## src/rtl/spi_cfe_pkg.sv

```systemverilog
package spi_cfe_pkg;
   localparam int BYTE_W = 8;

   typedef enum logic [2:0] {
      PH_IDLE,
      PH_ID,
      PH_INSTR,
      PH_DATA,
      PH_IGNORE
   } phase_t;
endpackage

```

## src/rtl/spi_cfe_sync.sv

```systemverilog
module spi_cfe_sync #(
   parameter int              W       = 1,
   parameter int              STAGES  = 2,
   parameter logic [W-1:0]    RST_VAL = '0
) (
   input  logic          clk,
   input  logic          rst_n,
   input  logic [W-1:0]  d,
   output logic [W-1:0]  q
);
   generate
      if (STAGES == 0) begin : g_pass
         assign q = d;
      end else begin : g_chain
         logic [W-1:0] st [STAGES];
         always_ff @(posedge clk or negedge rst_n) begin
            if (!rst_n) begin
               for (int i = 0; i < STAGES; i++) st[i] <= RST_VAL;
            end else begin
               st[0] <= d;
               for (int i = 1; i < STAGES; i++) st[i] <= st[i-1];
            end
         end
         assign q = st[STAGES-1];
      end
   endgenerate
endmodule

```

## src/rtl/spi_cfe_events.sv

```systemverilog
module spi_cfe_events (
   input  logic clk,
   input  logic rst_n,
   input  logic s_sck,
   input  logic s_cs_n,
   input  logic s_hold_n,
   output logic sck_rise,
   output logic sck_fall,
   output logic cs_fall,
   output logic cs_rise,
   output logic held
);
   logic sck_d, cs_d;

   assign cs_fall  = ~s_cs_n & cs_d;
   assign cs_rise  = s_cs_n & ~cs_d;
   assign sck_rise = s_sck & ~sck_d & ~held;
   assign sck_fall = ~s_sck & sck_d & ~held;

   always_ff @(posedge clk or negedge rst_n) begin
      if (!rst_n) begin
         sck_d <= 1'b0;
         cs_d  <= 1'b0;
         held  <= 1'b0;
      end else begin
         sck_d <= s_sck;
         cs_d  <= s_cs_n;
         if (cs_fall || cs_rise) held <= 1'b0;
         else if (!s_sck)        held <= ~s_hold_n;
      end
   end

   // pause state only moves while the serial clock is low
   a_r8_hold_clock_low: assert property (@(posedge clk) disable iff (!rst_n)
      (s_sck && !cs_fall && !cs_rise) |=> $stable(held));
endmodule

```

## src/rtl/spi_cfe_rx.sv

```systemverilog
module spi_cfe_rx #(
   parameter int BYTE_W = 8,
   localparam int CNT_W = $clog2(BYTE_W)
) (
   input  logic              clk,
   input  logic              rst_n,
   input  logic              clr,
   input  logic              shift_en,
   input  logic              din,
   output logic [CNT_W-1:0]  cnt,
   output logic              byte_done,
   output logic [BYTE_W-1:0] byte_nxt
);
   logic [BYTE_W-2:0] sh;

   assign byte_nxt  = {sh, din};
   assign byte_done = shift_en && !clr && (cnt == CNT_W'(BYTE_W-1));

   always_ff @(posedge clk or negedge rst_n) begin
      if (!rst_n) begin
         sh  <= '0;
         cnt <= '0;
      end else if (clr) begin
         sh  <= '0;
         cnt <= '0;
      end else if (shift_en) begin
         sh  <= byte_nxt[BYTE_W-2:0];
         cnt <= (cnt == CNT_W'(BYTE_W-1)) ? '0 : cnt + 1'b1;
      end
   end
endmodule

```

## src/rtl/spi_cfe_tx.sv

```systemverilog
module spi_cfe_tx #(
   parameter int BYTE_W = 8
) (
   input  logic              clk,
   input  logic              rst_n,
   input  logic              clr,
   input  logic              shift_en,
   input  logic              load,
   input  logic [BYTE_W-1:0] rd_data,
   output logic              bit_out,
   output logic              live
);
   logic [BYTE_W-2:0] sh;

   always_ff @(posedge clk or negedge rst_n) begin
      if (!rst_n) begin
         sh      <= '0;
         bit_out <= 1'b0;
         live    <= 1'b0;
      end else if (clr) begin
         sh      <= '0;
         bit_out <= 1'b0;
         live    <= 1'b0;
      end else if (shift_en) begin
         live <= 1'b1;
         if (load) begin
            bit_out <= rd_data[BYTE_W-1];
            sh      <= rd_data[BYTE_W-2:0];
         end else begin
            bit_out <= sh[BYTE_W-2];
            sh      <= {sh[BYTE_W-3:0], 1'b0};
         end
      end
   end
endmodule

```

## src/rtl/spi_cmd_frontend.sv

```systemverilog
module spi_cmd_frontend
   import spi_cfe_pkg::*;
#(
   parameter int               SYNC_STAGES = 2,
   parameter int               TYPE_W      = 4,
   parameter logic [TYPE_W-1:0] TYPE_CODE  = 4'b0101,
   parameter int               ADDR_W      = 2,
   parameter int               NUM_REGS    = 4,
   parameter int               NUM_CHANS   = 4,
   parameter int               OP_W        = 4,
   localparam int              REG_W       = $clog2(NUM_REGS),
   localparam int              CH_W        = $clog2(NUM_CHANS)
) (
   input  logic              clk,
   input  logic              rst_n,
   input  logic              cs_n,
   input  logic              sck,
   input  logic              mosi,
   input  logic              hold_n,
   input  logic              wp_n,
   input  logic [ADDR_W-1:0] addr_strap,
   input  logic [7:0]        rd_data,
   output logic              miso,
   output logic              miso_oe,
   output logic              cmd_valid,
   output logic [OP_W-1:0]   cmd_op,
   output logic [REG_W-1:0]  cmd_reg,
   output logic [CH_W-1:0]   cmd_chan,
   output logic              data_valid,
   output logic [7:0]        data_byte,
   output logic              wr_protect
);
   localparam int PAD_W = BYTE_W - TYPE_W - ADDR_W;
   localparam int CNT_W = $clog2(BYTE_W);

   generate
      if (PAD_W < 1) begin : g_chk_id
         $error("identification byte needs at least one padding bit");
      end
      if (OP_W + REG_W + CH_W != BYTE_W) begin : g_chk_instr
         $error("instruction fields must fill exactly one byte");
      end
      if (SYNC_STAGES < 0 || SYNC_STAGES > 4) begin : g_chk_sync
         $error("SYNC_STAGES out of range 0..4");
      end
   endgenerate

   logic [4:0] pin_vec, syn_vec;
   logic s_cs_n, s_sck, s_mosi, s_hold_n, s_wp_n;
   logic sck_rise, sck_fall, cs_fall, cs_rise, held, cs_evt;
   logic [CNT_W-1:0]  rx_cnt;
   logic              byte_done;
   logic [BYTE_W-1:0] byte_nxt;
   logic              rx_shift, tx_shift, tx_live, is_read, id_ok;
   logic [BYTE_W-1:0] id_exp;
   phase_t            phase;

   assign pin_vec = {wp_n, hold_n, mosi, sck, cs_n};

   spi_cfe_sync #(.W(5), .STAGES(SYNC_STAGES), .RST_VAL(5'b11000)) u_sync (
      .clk(clk), .rst_n(rst_n), .d(pin_vec), .q(syn_vec));

   assign s_cs_n   = syn_vec[0];
   assign s_sck    = syn_vec[1];
   assign s_mosi   = syn_vec[2];
   assign s_hold_n = syn_vec[3];
   assign s_wp_n   = syn_vec[4];

   spi_cfe_events u_evt (
      .clk(clk), .rst_n(rst_n), .s_sck(s_sck), .s_cs_n(s_cs_n), .s_hold_n(s_hold_n),
      .sck_rise(sck_rise), .sck_fall(sck_fall), .cs_fall(cs_fall), .cs_rise(cs_rise),
      .held(held));

   assign cs_evt   = cs_fall | cs_rise;
   assign rx_shift = sck_rise && (phase == PH_ID || phase == PH_INSTR || phase == PH_DATA);

   spi_cfe_rx #(.BYTE_W(BYTE_W)) u_rx (
      .clk(clk), .rst_n(rst_n), .clr(cs_evt), .shift_en(rx_shift), .din(s_mosi),
      .cnt(rx_cnt), .byte_done(byte_done), .byte_nxt(byte_nxt));

   assign id_exp = {TYPE_CODE, {PAD_W{1'b0}}, addr_strap};
   assign id_ok  = (byte_nxt == id_exp);

   always_ff @(posedge clk or negedge rst_n) begin
      if (!rst_n) begin
         phase      <= PH_IDLE;
         is_read    <= 1'b0;
         cmd_valid  <= 1'b0;
         cmd_op     <= '0;
         cmd_reg    <= '0;
         cmd_chan   <= '0;
         data_valid <= 1'b0;
         data_byte  <= '0;
      end else begin
         cmd_valid  <= 1'b0;
         data_valid <= 1'b0;
         if (cs_rise) begin
            phase   <= PH_IDLE;
            is_read <= 1'b0;
         end else if (cs_fall) begin
            phase   <= PH_ID;
            is_read <= 1'b0;
         end else if (byte_done) begin
            case (phase)
               PH_ID:    phase <= id_ok ? PH_INSTR : PH_IGNORE;
               PH_INSTR: begin
                  phase     <= PH_DATA;
                  cmd_valid <= 1'b1;
                  cmd_op    <= byte_nxt[BYTE_W-1 -: OP_W];
                  cmd_reg   <= byte_nxt[CH_W +: REG_W];
                  cmd_chan  <= byte_nxt[0 +: CH_W];
                  is_read   <= byte_nxt[BYTE_W-1];
               end
               PH_DATA: begin
                  data_valid <= 1'b1;
                  data_byte  <= byte_nxt;
               end
               default: ;
            endcase
         end
      end
   end

   assign tx_shift = sck_fall && (phase == PH_DATA) && is_read;

   spi_cfe_tx #(.BYTE_W(BYTE_W)) u_tx (
      .clk(clk), .rst_n(rst_n), .clr(cs_evt), .shift_en(tx_shift),
      .load(rx_cnt == '0), .rd_data(rd_data), .bit_out(miso), .live(tx_live));

   assign miso_oe    = tx_live & ~held;
   assign wr_protect = ~s_wp_n;

   // command strobe lasts a single cycle
   a_r4_cmd_single: assert property (@(posedge clk) disable iff (!rst_n)
      cmd_valid |=> !cmd_valid);
   // a completed byte is either a command or a data byte, never both
   a_r2_strobes_excl: assert property (@(posedge clk) disable iff (!rst_n)
      $onehot0({cmd_valid, data_valid}));
   // unaddressed transaction stays silent
   a_r3_ignore_silent: assert property (@(posedge clk) disable iff (!rst_n)
      (phase == PH_IGNORE) |=> (!cmd_valid && !data_valid));
   // deselect discards a partial byte
   a_r9_no_strobe_on_deselect: assert property (@(posedge clk) disable iff (!rst_n)
      cs_rise |=> (!cmd_valid && !data_valid));
   // output released outside a read data phase
   a_r7_oe_phase: assert property (@(posedge clk) disable iff (!rst_n)
      (phase != PH_DATA) |-> !miso_oe);
   // only read opcodes drive the output
   a_r6_oe_read_only: assert property (@(posedge clk) disable iff (!rst_n)
      miso_oe |-> is_read);
   // bit position frozen during a pause
   a_r8_count_frozen: assert property (@(posedge clk) disable iff (!rst_n)
      (held && !cs_evt) |=> $stable(rx_cnt));
endmodule

```

## config.mk

```make
export PLATFORM = sky130hd
export DESIGN_NAME = spi_cmd_frontend
export DESIGN_NICKNAME = d
export VERILOG_FILES = /design/src/rtl/spi_cfe_pkg.sv /design/src/rtl/spi_cfe_sync.sv /design/src/rtl/spi_cfe_events.sv /design/src/rtl/spi_cfe_rx.sv /design/src/rtl/spi_cfe_tx.sv /design/src/rtl/spi_cmd_frontend.sv
export SDC_FILE = /design/constraint.sdc
export NUM_CORES = 1
export LEC_CHECK = 0
export BUFFER_PORTS_ARGS = -buffer_cell sky130_fd_sc_hd__clkbuf_2
export CORE_UTILIZATION = 40
export DETAILED_ROUTE_END_ITERATION = 8
export HOLD_SLACK_MARGIN = 0.1
export SETUP_SLACK_MARGIN = 0.2
export SYNTH_ARGS = -nofsm -noshare
export SYNTH_HDL_FRONTEND = slang
export SYNTH_SLANG_ARGS = --single-unit
```

## constraint.sdc

```tcl
create_clock -name clk -period 3.05 [get_ports clk]
set_clock_uncertainty 0.05 [all_clocks]
set_input_delay 0.61 -clock clk [delete_from_list [all_inputs] [get_ports clk]]
set_output_delay 0.61 -clock clk [all_outputs]
set_load 0.01 [all_outputs]
```

---- Word-level counts from Yosys, hierarchy flattened ----
Index checks and enable logic that the tools add are counted.
operators by class
  equal/unequal tests ..................... 6
  muxes and demuxes ....................... 32
  reduce and logical (&&, ||, !) cells .... 19
  bitwise operators ....................... 17
  $add $sub $neg .......................... 1
operators by type and width
  kind                                                 count
  two-way mux 7 bit                                    5
  two-way mux 3 bit                                    7
  two-way mux 1 bit                                    19
  NOT 1 bit                                            9
  equality test 8 x 7 -> 1 bit                         1
  AND reduction 4 bit                                  2
  AND 1 bit                                            7
  equality test 3 x 2 -> 1 bit, second input constant  2
  one-hot mux 3 bit (2 select lines)                   1
  nonzero test 3 bit                                   2
  logical AND 1 bit                                    5
  AND reduction 2 bit                                  2
  nonzero test 2 bit                                   2
  nonzero test 4 bit                                   1
  adder 3 x 1 -> 3 bit, second input constant          1
  equality test 3 x 1 -> 1 bit, second input constant  1
  equality test 3 bit, second input constant           1
  zero test 3 bit                                      1
  logical OR 1 bit                                     3
  != test 2 x 1 -> 1 bit, second input constant        1
  zero test 1 bit                                      1
  bitwise OR 1 bit                                     1
word-level totals
  logic and storage cells ................. 93
  register bits after elaboration ......... 54

---- Longest topological paths before layout ----
Gate-level depths: netlist of the first run.
  depth in word-level cells ............... 9
  depth in mapped cells ................... 6
  gate-level depth less buffers ........... 5

---- Modules after synthesis ----
Synthesis of the first run repeated with hierarchy kept, for this count alone.
unflattened totals
  cells, all modules ...................... 175
  area total of the unflattened synthesis .. 2297.2 um^2
modules (own cells, without submodules)
  module            seq. area each (um^2)  cells each  times used  area an instance (um^2)
  spi_cmd_frontend  550.5                  71          1           978.4
  spi_cfe_rx        250.2                  38          1           445.4
  spi_cfe_tx        225.2                  39          1           431.7
  spi_cfe_sync      255.2                  15          1           292.8
  spi_cfe_events    75.1                   12          1           148.9

---- Least setup slack after synthesis of the first run ----
OpenSTA, ideal clock, no wires.
  path kind ............................... reg-to-reg
  start ................................... register u_rx.cnt[0]
  end ..................................... register phase[0]
  setup slack ............................. 1404 ps
  data required time ...................... 2875 ps
  data arrival time ....................... 1472 ps
  stages on the path, launching flop included .. 6
  buffers on the path ..................... 1
  library setup time ...................... 125 ps
  path through ............................ dfrtp_1 > ha_1 > ha_1 > clkbuf_1 > a31oi_1 > mux2_2
between the ends
  word-level cells in the longest chain between the ends .. 4
RTL lines
  what                                  line                     text
  start: declaration                    spi_cfe_rx.sv:10         output logic [CNT_W-1:0] cnt,
  start signal: assignment              spi_cfe_rx.sv:28         cnt <= (cnt == CNT_W'(BYTE_W-1)) ? '0 : cnt + 1'b1;
  equality test 3 bit                   spi_cfe_rx.sv:17         assign byte_done = shift_en && !clr && (cnt == CNT_W'(BYTE_W-1));
  logical AND 1 bit                     spi_cfe_rx.sv:17
  nonzero test 3 bit (no source line)   --
  AND reduction 2 bit (no source line)  --
  end signal: assignment                spi_cmd_frontend.sv:105  PH_ID: phase <= id_ok ? PH_INSTR : PH_IGNORE;
  end: declaration                      spi_cmd_frontend.sv:56   phase_t phase;
No other way between the ends.
A chain may end at the register's enable or synchronous reset.

---- Final worst setup path of the first run ----
  start ................................... register u_sync.g_chain.st, in the netlist u_sync.q[0]
  end ..................................... register u_tx.bit_out
between the ends
  word-level cells in the longest chain between the ends .. 4
RTL lines
  what                                                     line                    text
  start: declaration                                       spi_cfe_sync.sv:15      logic [W-1:0] st [STAGES];
  NOT 1 bit                                                spi_cfe_events.sv:15    assign cs_fall = ~s_cs_n & cs_d;
  AND 1 bit                                                spi_cfe_events.sv:15
  bitwise OR 1 bit *                                       spi_cmd_frontend.sv:74  assign cs_evt = cs_fall | cs_rise;
  two-way mux 1 bit or nonzero test 2 bit (tied branches)  --
  end signal: assignment                                   spi_cfe_tx.sv:27        bit_out <= rd_data[BYTE_W-1];
  end signal: assignment                                   spi_cfe_tx.sv:30        bit_out <= sh[BYTE_W-2];
  end: declaration                                         spi_cfe_tx.sv:10        output logic bit_out,
Every way passes the cells marked *; elsewhere a longest branch is shown, timed or not.

==> flow_summary_export.csv, run 1 <==
group,metric,value,unit
power_and_ir_drop,powerDensity,495,nW/um^2
floorplanning,dieWidth,77.4,um
clock_tree,cts_max_level,2,
logic_synthesis,netlist_area,2280,um^2
setup_path,r2r_cells,4,
power_and_ir_drop,max-vdd-ir-drop,239,uV
floorplanning,rows,27,
setup_path,start_kind,"flip-flop",
global_routing,grt_overflow,0,
sta,tns,0,ps
clock_tree,cts_buffer_depth,2,
setup_path,cpLargestDelayFamily,"compound AO/OA/AOI/OAI gates",
setup_path,cp.depth,4,
place,io_buffer_count,37,
min_path,hp-class,"in2async",
sta,final-setup-viol-count,0,
drt,wl,3960,um
setup_path,worst_setup_path_end_kind,"flip-flop",
floorplanning,fp.coreArea,5510,um^2
setup_path,ff2ff_setup_slack,1100,ps
outcome,status,"finished, final reports clean",
floorplanning,die_y,77.4,um
setup_path,slowest_stage,"a31oi_1",
sta,grt_setup_unrepaired,"false",
sta,finalCritPeriodShare,63.9,%
drt,drt-initial-drc-count,72,
drt,dr.pass1.iters,4,
place,placed_cells,283,
logic_synthesis,synth-seq-cells,54,
drt,drcViolationCount,0,
cells_and_area,design_area,2640,um^2
global_routing,antenna_found_initial,0,
cells_and_area,top_regs,"data_byte (8), u_rx.sh (7), u_tx.sh (7)",
global_routing,grt_pass1_vias,1516,
global_routing,track_usage,15.1,%
logic_synthesis,synthCells,181,
clock_tree,post_cts_resized,0,
sta,fmax,513,MHz
setup_path,endpoint,"u_tx.bit_out",
cells_and_area,area_delta_synth_final,16.1,%
cells_and_area,multiInputGateArea,852,um^2
floorplanning,start_util,41.3,%
logic_synthesis,synth_nets,203,
cells_and_area,nets,240,
place,dp_hpwl,2750,um
setup_path,cpPeakStageDelay,600,ps
floorplanning,dieArea,6000,um^2
setup_path,worstPathBufferInverterCount,1,
power_and_ir_drop,finalPower,1.31,mW
cells_and_area,final_util,48.0,%
global_routing,grt_pass1_wl,7080,um
clock_tree,cts_buffers,5,
place,place_congestion,0.755,
cells_and_area,largest_reg_flops,8,
setup_path,worstReg2RegEnd,"u_tx.bit_out",
clock_tree,tritoncts,"done",
sta,holdWs,131,ps
place,pre_cts_ws,1110,ps
setup_path,path_cells,"ha_1 > inv_1 > a31oi_1 > o2bb2ai_1",
clock_tree,ctsHoldBuffers,0,
cells_and_area,drive_gt1_share,34.7,%
cells_and_area,fill_cells,517,
setup_path,crit_arrival,2130,ps
drt,postRouteAntennaNets,0,
clock_tree,root_buffer,"clkbuf_8",
drt,wl_per_cell,13.6,um
cells_and_area,fin_cells,291,
cells_and_area,seq_area,1360,um^2
setup_path,path_max_fanout,15,
logic_synthesis,yosys_warnings,0,
sta,min_period,1950,ps
clock_tree,clkSlewWorstSetupHoldPaths,100,ps
clock_tree,clock_sinks,54,
job,maxCapViolCount,0,
logic_synthesis,avgSynthCellArea,12.6,um^2
clock_tree,cts_setup_buffers,0,
drt,viasPerCell,5.22,
cells_and_area,antenna_cells,0,
cells_and_area,regMostFlops,"data_byte",
logic_synthesis,ys_types,36,
sta,slew_headroom,44.9,%
place,place_area,2530,um^2
setup_path,critPathKind,"reg2reg",
floorplanning,io_pins,38,
setup_path,crit_required,3230,ps
setup_path,reg2reg_from,"u_sync.q[0]",
global_routing,grt_max_degree,42,
sta,slew_violations,0,
drt,vias,1518,
sta,fin_ws,1100,ps
sta,worst_slew_pin_slew,825,ps
power_and_ir_drop,p_leak,1.33,nW
sta,finalHoldViolCount,0,
logic_synthesis,ys_seq_area_share,59.6,%
setup_path,startpoint,"u_sync.q[0]",
clock_tree,worstSkewPairLatency,310,ps
## how the worst min path moves through the flow
stage / slack (ps) / startpoint / to / cells past startpoint
after floorplan: 260 / rst_n / cmd_chan[0] / 0
after CTS: 140 / rst_n / cmd_op[2] / 1
final: 130 / rst_n / cmd_op[2] / 1
after global routing: 140 / rst_n / cmd_op[2] / 1
after global placement: 280 / u_sync.g_chain.st[7] / u_sync.q[2] / 0
after detailed placement: 290 / u_sync.g_chain.st[7] / u_sync.q[2] / 0
## cells by family after synthesis
group	synth area share, %
AND/OR/NAND/NOR	11.1
flip-flops	59.6
adder cells (fa/ha/maj)	2.75
multiplexers	12.0
buffers and inverters	2.97
XOR/XNOR	1.15
AO/OA/AOI/OAI	10.4
## worst register-to-register path: cells and delay by family, from the launching register on
family	cells	cell delay (ps)
AOI/OAI and AO/OA	2	790
DFF	1	410
buffers and inverters	1	250
adders and majority gates	1	380
## cell type report
class / instances / area share, %
multi-input cells: 110 / 32.2
flip-flops and latches: 54 / 51.3
clock inverters: 3 / 1.70
inverters: 8 / 1.14
well taps: 72 / 3.41
clock buffers: 5 / 2.60
repair buffers: 39 / 7.58
## synth_stat cells
library cell	count	area share [%]
and4b_1	2	0.88
nand4_2	1	0.55
nand4b_1	1	0.38
dfstp_2	4	4.6
mux2_2	18	8.9
nor4_1	1	0.28
nand3_1	8	1.8
buf_4	1	0.33
xnor2_1	2	0.77
clkbuf_1	7	1.2
nand4_1	2	0.55
mux2i_1	7	3.1
dfrtp_1	50	55
o21ai_0	11	2.4
a21oi_1	12	2.6
o32a_1	1	0.44
ha_1	5	2.7
or4b_4	1	0.60
nor2_1	10	1.6
or2_2	2	0.55
a41oi_1	1	0.38
or4_1	1	0.33
or3b_2	1	0.38
a31oi_1	4	1.1
nand2_1	1	0.16
inv_1	8	1.3
nor4b_1	1	0.38
nor2b_1	3	0.82
xor2_1	1	0.38
o2bb2ai_1	8	3.1
nor4bb_1	1	0.44
nor4b_2	1	0.66
o32ai_1	1	0.38
and3_1	1	0.28
buf_1	1	0.16
nand3_2	1	0.44
## power by group
part	total [mW]	switching [mW]	internal (mW)
clock	0.475	0.231	0.244
sequential	0.746	0.0151	0.731
combinational	0.0863	0.0565	0.0298
## cells in the final DEF, fill, tap and decap left out, types with 3 or more instances in the layout
| master | instances |
|---|---|
| o2bb2ai_1 | 8 |
| clkbuf_8 | 5 |
| nor2_1 | 10 |
| ha_1 | 5 |
| a21oi_1 | 12 |
| a31oi_1 | 4 |
| nand3_1 | 8 |
| nor2b_1 | 3 |
| dfstp_2 | 4 |
| inv_1 | 8 |
| clkbuf_2 | 37 |
| dfrtp_1 | 50 |
| o21ai_0 | 11 |
| mux2_2 | 18 |
| mux2i_1 | 7 |
## routing by layer
metal / GRT usage, % / up-vias / wire [um] / part of all wire (%)
li1: - / 731 / - / -
met1: 20.0 / 742 / 1910 / 48
met4: 8.68 / 0 / 107 / 2.7
met3: 3.29 / 10 / 144 / 3.6
met2: 22.8 / 35 / 1800 / 45
met5: 0 / - / 0 / 0
No activity file was read; power rests on OpenSTA's default activity.
==> run 2: changes to the inputs <==
- clock period: 3.05 -> 1.73 ns (I/O delays scaled with it)
==> run 2 against run 1 <==
Worst setup slack worse by 1100 ps; core utilization up 6.7 points; first-iteration DRC count rose to 2.7 times the previous value; via count up 8.3%; clock power up 50%; power up 74%; global-route usage up 1.4 points; sequential share of layout area down 6.2 points; die area unchanged; worst hold slack better by 77 ps; register-to-register slack worse by 1100 ps; critical endpoint is now u_rx.cnt[0].
==> flow_summary_export.csv, run 2 (synthesis results as in run 1) <==
group,metric,value,unit
outcome,status,"finished, final reports clean",
job,maxCapViolCount,0,
place,io_buffer_count,37,
setup_path,cpLargestDelayFamily,"simple AND/OR/NAND/NOR gates",
drt,wl_per_cell,14.5,um
setup_path,path_max_fanout,5,
setup_path,worstPathBufferInverterCount,0,
setup_path,slowest_stage,"or4b_4",
clock_tree,worstSkewPairLatency,300,ps
global_routing,grt_max_degree,55,
floorplanning,io_pins,38,
place,place_congestion,0.809,
cells_and_area,design_area,3010,um^2
cells_and_area,antenna_cells,0,
floorplanning,fp.coreArea,5510,um^2
cells_and_area,area_delta_synth_final,32.4,%
power_and_ir_drop,max-vdd-ir-drop,573,uV
cells_and_area,layout_common_cells,"dfrtp_1, clkbuf_2, mux2_2",
cells_and_area,top_regs,"data_byte (8), u_rx.sh (7), u_tx.sh (7)",
power_and_ir_drop,finalPower,2.28,mW
global_routing,antenna_found_initial,0,
global_routing,grt_pass1_wl,7680,um
clock_tree,clock_sinks,54,
drt,viasPerCell,5.20,
cells_and_area,drive_gt1_share,43.9,%
setup_path,crit_arrival,1880,ps
sta,final-setup-viol-count,0,
place,place_area,2640,um^2
setup_path,reg2reg_from,"u_evt.sck_d",
sta,finalHoldViolCount,0,
sta,holdWs,207,ps
floorplanning,dieArea,6000,um^2
sta,worst_slew_pin_slew,603,ps
global_routing,grt_overflow,0,
place,placed_cells,292,
power_and_ir_drop,p_leak,1.45,nW
clock_tree,cts_max_level,2,
cells_and_area,largest_reg_flops,8,
sta,slew_headroom,59.6,%
global_routing,track_usage,16.5,%
global_routing,grt_pass1_vias,1558,
setup_path,worstReg2RegEnd,"u_rx.cnt[0]",
cells_and_area,regMostFlops,"data_byte",
drt,drcViolationCount,0,
setup_path,critPathKind,"reg2reg",
clock_tree,tritoncts,"done",
floorplanning,die_y,77.4,um
clock_tree,clkSlewWorstSetupHoldPaths,90,ps
cells_and_area,fill_cells,456,
setup_path,crit_required,1910,ps
setup_path,r2r_cells,3,
setup_path,path_cells,"or4b_4 > or4_1 > a21oi_1",
clock_tree,cts_buffers,5,
clock_tree,cts_buffer_depth,2,
min_path,hp-class,"in2reg",
drt,dr.pass1.iters,4,
clock_tree,root_buffer,"clkbuf_8",
floorplanning,start_util,41.3,%
sta,slew_violations,0,
cells_and_area,fin_cells,316,
sta,grt_setup_unrepaired,"true",
setup_path,cpPeakStageDelay,590,ps
drt,wl,4580,um
setup_path,start_kind,"flip-flop",
sta,min_period,1700,ps
min_path,holdCritStartpoint,"rd_data[0]",
drt,postRouteAntennaNets,0,
min_path,whs_endpoint,"u_tx.sh[0]",
setup_path,ff2ff_setup_slack,30,ps
sta,fmax,589,MHz
cells_and_area,final_common_cell,"dfrtp_1",
min_path,holdPathStages,3,
place,dp_hpwl,2780,um
drt,drt-initial-drc-count,194,
floorplanning,dieWidth,77.4,um
cells_and_area,nets,265,
power_and_ir_drop,powerDensity,756,nW/um^2
sta,finalCritPeriodShare,98.1,%
setup_path,worst_setup_path_end_kind,"flip-flop",
drt,vias,1644,
floorplanning,rows,27,
[run 2: cell types whose count changed in the layout (fill, tap and decap cells not counted), moves of 2 or more]
cell           delta
nand3_4           +2
nand4_4           +2
dfrtp_1           -2
clkinvlp_4        -2
dfrtp_2           +2
buf_4            +13
buf_12            +2
ha_1              -3
ha_4              +2
a31oi_1           -3
a31oi_4           +3
dlygate4sd3_1     +6
[run 2: stage by stage]
step	setup WS [ps]	utilization, %	setup TNS (ps)
after CTS	56.9	53.1	0
after global placement	29.2	47.9	0
after global routing	-3.57	54.7	-3.57
final	33.5	54.7	0
after floorplan	114	-	0
after detailed placement	-4.26	47.9	-11.2
[run 2: worst max path at each step]
stage | startpoint | to | slack [ps] | cells after the start
floorplan | u_evt.held | u_rx.cnt[0] | 110 | 3
global placement | u_evt.held | u_rx.cnt[0] | 30 | 3
detailed placement | u_rx.cnt[0] | data_byte[3] | -4 | 4
CTS | u_evt.held | u_rx.cnt[0] | 60 | 3
global route | u_evt.sck_d | u_rx.cnt[0] | -4 | 3
finish | u_evt.sck_d | u_rx.cnt[0] | 30 | 3
[run 2: cell type report]
cell class | instances | area, um^2 | area share (%)
Inverter | 8 | 30.0 | 0.997
Timing Repair Buffer | 62 | 424 | 14.1
Clock inverter | 1 | 5.00 | 0.166
Clock buffer | 7 | 86.3 | 2.87
Tap cell | 72 | 90.1 | 2.99
Sequential cell | 54 | 1360 | 45.1
Multi-Input combinational cell | 112 | 1020 | 33.8
[run 2: power by group]
group          total (mW)  switching [mW]  leakage [nW]  internal (mW)
logic               0.249           0.139         0.685          0.110
clock network       0.712           0.388        0.0482          0.324
registers            1.32          0.0273         0.715           1.29
[run 2: metal layers]
metal | vias up | routed length (um) | global-route usage (%)
li1 | 790 | - | -
met1 | 807 | 2140 | 22.0
met2 | 40 | 2190 | 25.8
met3 | 7 | 175 | 3.65
met4 | 0 | 77 | 7.36
met5 | - | 0 | 0
[run 2: timing repair]
item / 4_1_cts / 5_1_grt
pin swaps: 3 / 6
gates cloned: 1 / 1
endpoints found under the hold margin: 55 / 0
setup endpoints to repair: 37 / 39
buffers inserted: 5 / 3
resized for setup: 14 / 10
hold buffers: 6 / 0
[run 2: worst min-delay path, delay by kind of cell]
family                 cells  cell delay (ps)
AOI/OAI and AO/OA          1               50
buffers and inverters      1               80
and+or+nand+nor            1               50
==> run 3: changes to the inputs <==
- clock period: 1.73 -> 1.52 ns (I/O delays scaled with it)
==> run 3 against run 2 <==
The flow now finishes with violations (DRC, setup timing); clock power rose by 19%; core utilization is 7.1 points higher; non-clock buffer count grew 21; worst hold slack got worse by 32 ps; sequential share of layout area down 5.2 points; register-to-register slack worse by 170 ps; final area rose by 13%.
==> flow_summary_export.csv, run 3 (synthesis results as in run 1) <==
group,metric,value,unit
clock_tree,cts_buffers,5,
global_routing,grt_max_degree,55,
sta,tns,-1690,ps
drt,vias,1750,
drt,viasPerCell,5.19,
floorplanning,dieArea,6000,um^2
setup_path,critPathKind,"reg2reg",
setup_path,slowest_stage,"or4b_4",
min_path,hp-class,"in2reg",
cells_and_area,antenna_cells,0,
cells_and_area,regMostFlops,"data_byte",
global_routing,antenna_found_initial,0,
sta,finalCritPeriodShare,109,%
sta,worst_slew_pin_slew,431,ps
floorplanning,start_util,41.3,%
outcome,status,"finished, violations left",
cells_and_area,layout_common_cells,"dfrtp_1, clkbuf_2, buf_4",
clock_tree,root_buffer,"clkbuf_8",
drt,wl_per_cell,15.0,um
min_path,holdPathStages,3,
setup_path,cp.depth,3,
power_and_ir_drop,powerDensity,803,nW/um^2
clock_tree,cts_buffer_depth,2,
sta,slew_violations,0,
drt,postRouteAntennaNets,0,
setup_path,crit_arrival,1850,ps
job,maxCapViolCount,0,
power_and_ir_drop,clock_power_share,31.1,%
setup_path,r2r_cells,3,
floorplanning,die_y,77.4,um
sta,grt_setup_unrepaired,"true",
cells_and_area,top_regs,"data_byte (8), u_rx.sh (7), u_tx.sh (7)",
place,placed_cells,306,
power_and_ir_drop,internal-power,2.03,mW
sta,final-setup-viol-count,35,
setup_path,worstReg2RegEnd,"u_rx.cnt[0]",
floorplanning,io_pins,38,
power_and_ir_drop,max-vdd-ir-drop,452,uV
power_and_ir_drop,power.switching,698,uW
cells_and_area,largest_reg_flops,8,
cells_and_area,nets,286,
sta,fin_ws,-135,ps
setup_path,reg2reg_from,"u_evt.held",
setup_path,cpLargestDelayFamily,"simple AND/OR/NAND/NOR gates",
place,io_buffer_count,37,
setup_path,worst_setup_path_end_kind,"flip-flop",
setup_path,path_cells,"or4b_4 > or4_4 > a21oi_2",
floorplanning,rows,27,
setup_path,ff2ff_setup_slack,-130,ps
floorplanning,fp.coreArea,5510,um^2
setup_path,start_kind,"flip-flop",
drt,wl,5070,um
clock_tree,worstSkewPairLatency,310,ps
min_path,holdCritStartpoint,"rd_data[0]",
drt,drcViolationCount,2,
drt,dr.pass1.iters,6,
global_routing,grt_overflow,0,
clock_tree,cts_max_level,2,
sta,fmax,604,MHz
cells_and_area,fin_cells,337,
place,dp_hpwl,2920,um
place,place_congestion,0.812,
setup_path,cpPeakStageDelay,560,ps
clock_tree,clkSlewWorstSetupHoldPaths,100,ps
sta,finalHoldViolCount,0,
power_and_ir_drop,seq_power_share,54.7,%
clock_tree,tritoncts,"done",
global_routing,grt_pass1_wl,8190,um
floorplanning,dieWidth,77.4,um
setup_path,worstPathBufferInverterCount,0,
power_and_ir_drop,p_leak,1.60,nW
setup_path,startpoint,"u_evt.held",
cells_and_area,drive_gt1_share,57.0,%
cells_and_area,area_delta_synth_final,49.5,%
power_and_ir_drop,switching_share,25.6,%
drt,drt-initial-drc-count,88,
sta,min_period,1650,ps
outcome,violations,"DRC, setup timing",
power_and_ir_drop,pwr-share-comb,14.2,%
setup_path,endpoint,"u_rx.cnt[0]",
setup_path,crit_required,1710,ps
sta,slew_headroom,70.8,%
cells_and_area,final_common_cell,"dfrtp_1",
global_routing,track_usage,17.7,%
setup_path,path_max_fanout,3,
global_routing,grt_pass1_vias,1715,
clock_tree,clock_sinks,54,
[run 3: tightest hold or removal path, cell delays in order]
cell and delay, ps:
clkbuf_2 80, nand2_1 60, o2bb2ai_2 60
[run 3: how the worst min path moves through the flow]
| stage | endpoint | slack, ps |
|---|---|---|
| after floorplan | cmd_chan[0] | -40 |
| after global placement | cmd_op[0] | 280 |
| after detailed placement | cmd_op[0] | 280 |
| after CTS | u_tx.sh[0] | 140 |
| after global routing | u_tx.sh[0] | 170 |
| final | u_tx.sh[0] | 180 |
[run 3: repair_timing]
action	4_1_cts	5_1_grt
endpoints found under the setup margin	44	43
buffers inserted	7	8
hold endpoints to repair	55	0
pin swaps	11	8
hold buffers	6	0
resized for setup	32	45
gates cloned	2	0
[run 3: cell type report]
| type | instances | area, um^2 |
|---|---|---|
| clock buffers | 6 | 82.6 |
| fillers | 427 | 2100 |
| repair buffers | 83 | 661 |
| well taps | 72 | 90.1 |
| clock inverters | 2 | 16.3 |
| flip-flops and latches | 54 | 1360 |
| multi-input cells | 112 | 1160 |
| inverters | 8 | 35.0 |
[run 3: power groups by stage]
stage               clock network [mW]  logic (mW)  registers [mW]
global placement                     0       0.258            1.52
finish                           0.850       0.387            1.49
global route                     0.939       0.419            1.50
CTS                              0.881       0.322            1.49
floorplan                            0       0.125            1.52
detailed placement                   0       0.260            1.52
[run 3: layer usage]
metal | track usage, % | part of all wire (%) | vias up
li1 | - | - | 826
met1 | 24.1 | 45 | 883
met2 | 28.0 | 50 | 34
met3 | 3.65 | 3.2 | 7
met4 | 6.42 | 1.6 | 0
met5 | 0 | 0 | -
[run 3: through the flow]
step                instance area, um^2  setup slack (ps)  total power [mW]  util [%]  hold WS [ps]
floorplan                          2340             -96.0              1.64         -         -41.6
global placement                   2770              -100              1.78      50.3           278
detailed placement                 2770              -123              1.78      50.3           278
CTS                                3140              -145              2.70      57.0           145
global route                       3400              -160              2.86      61.8           174
finish                             3400              -135              2.73      61.8           175
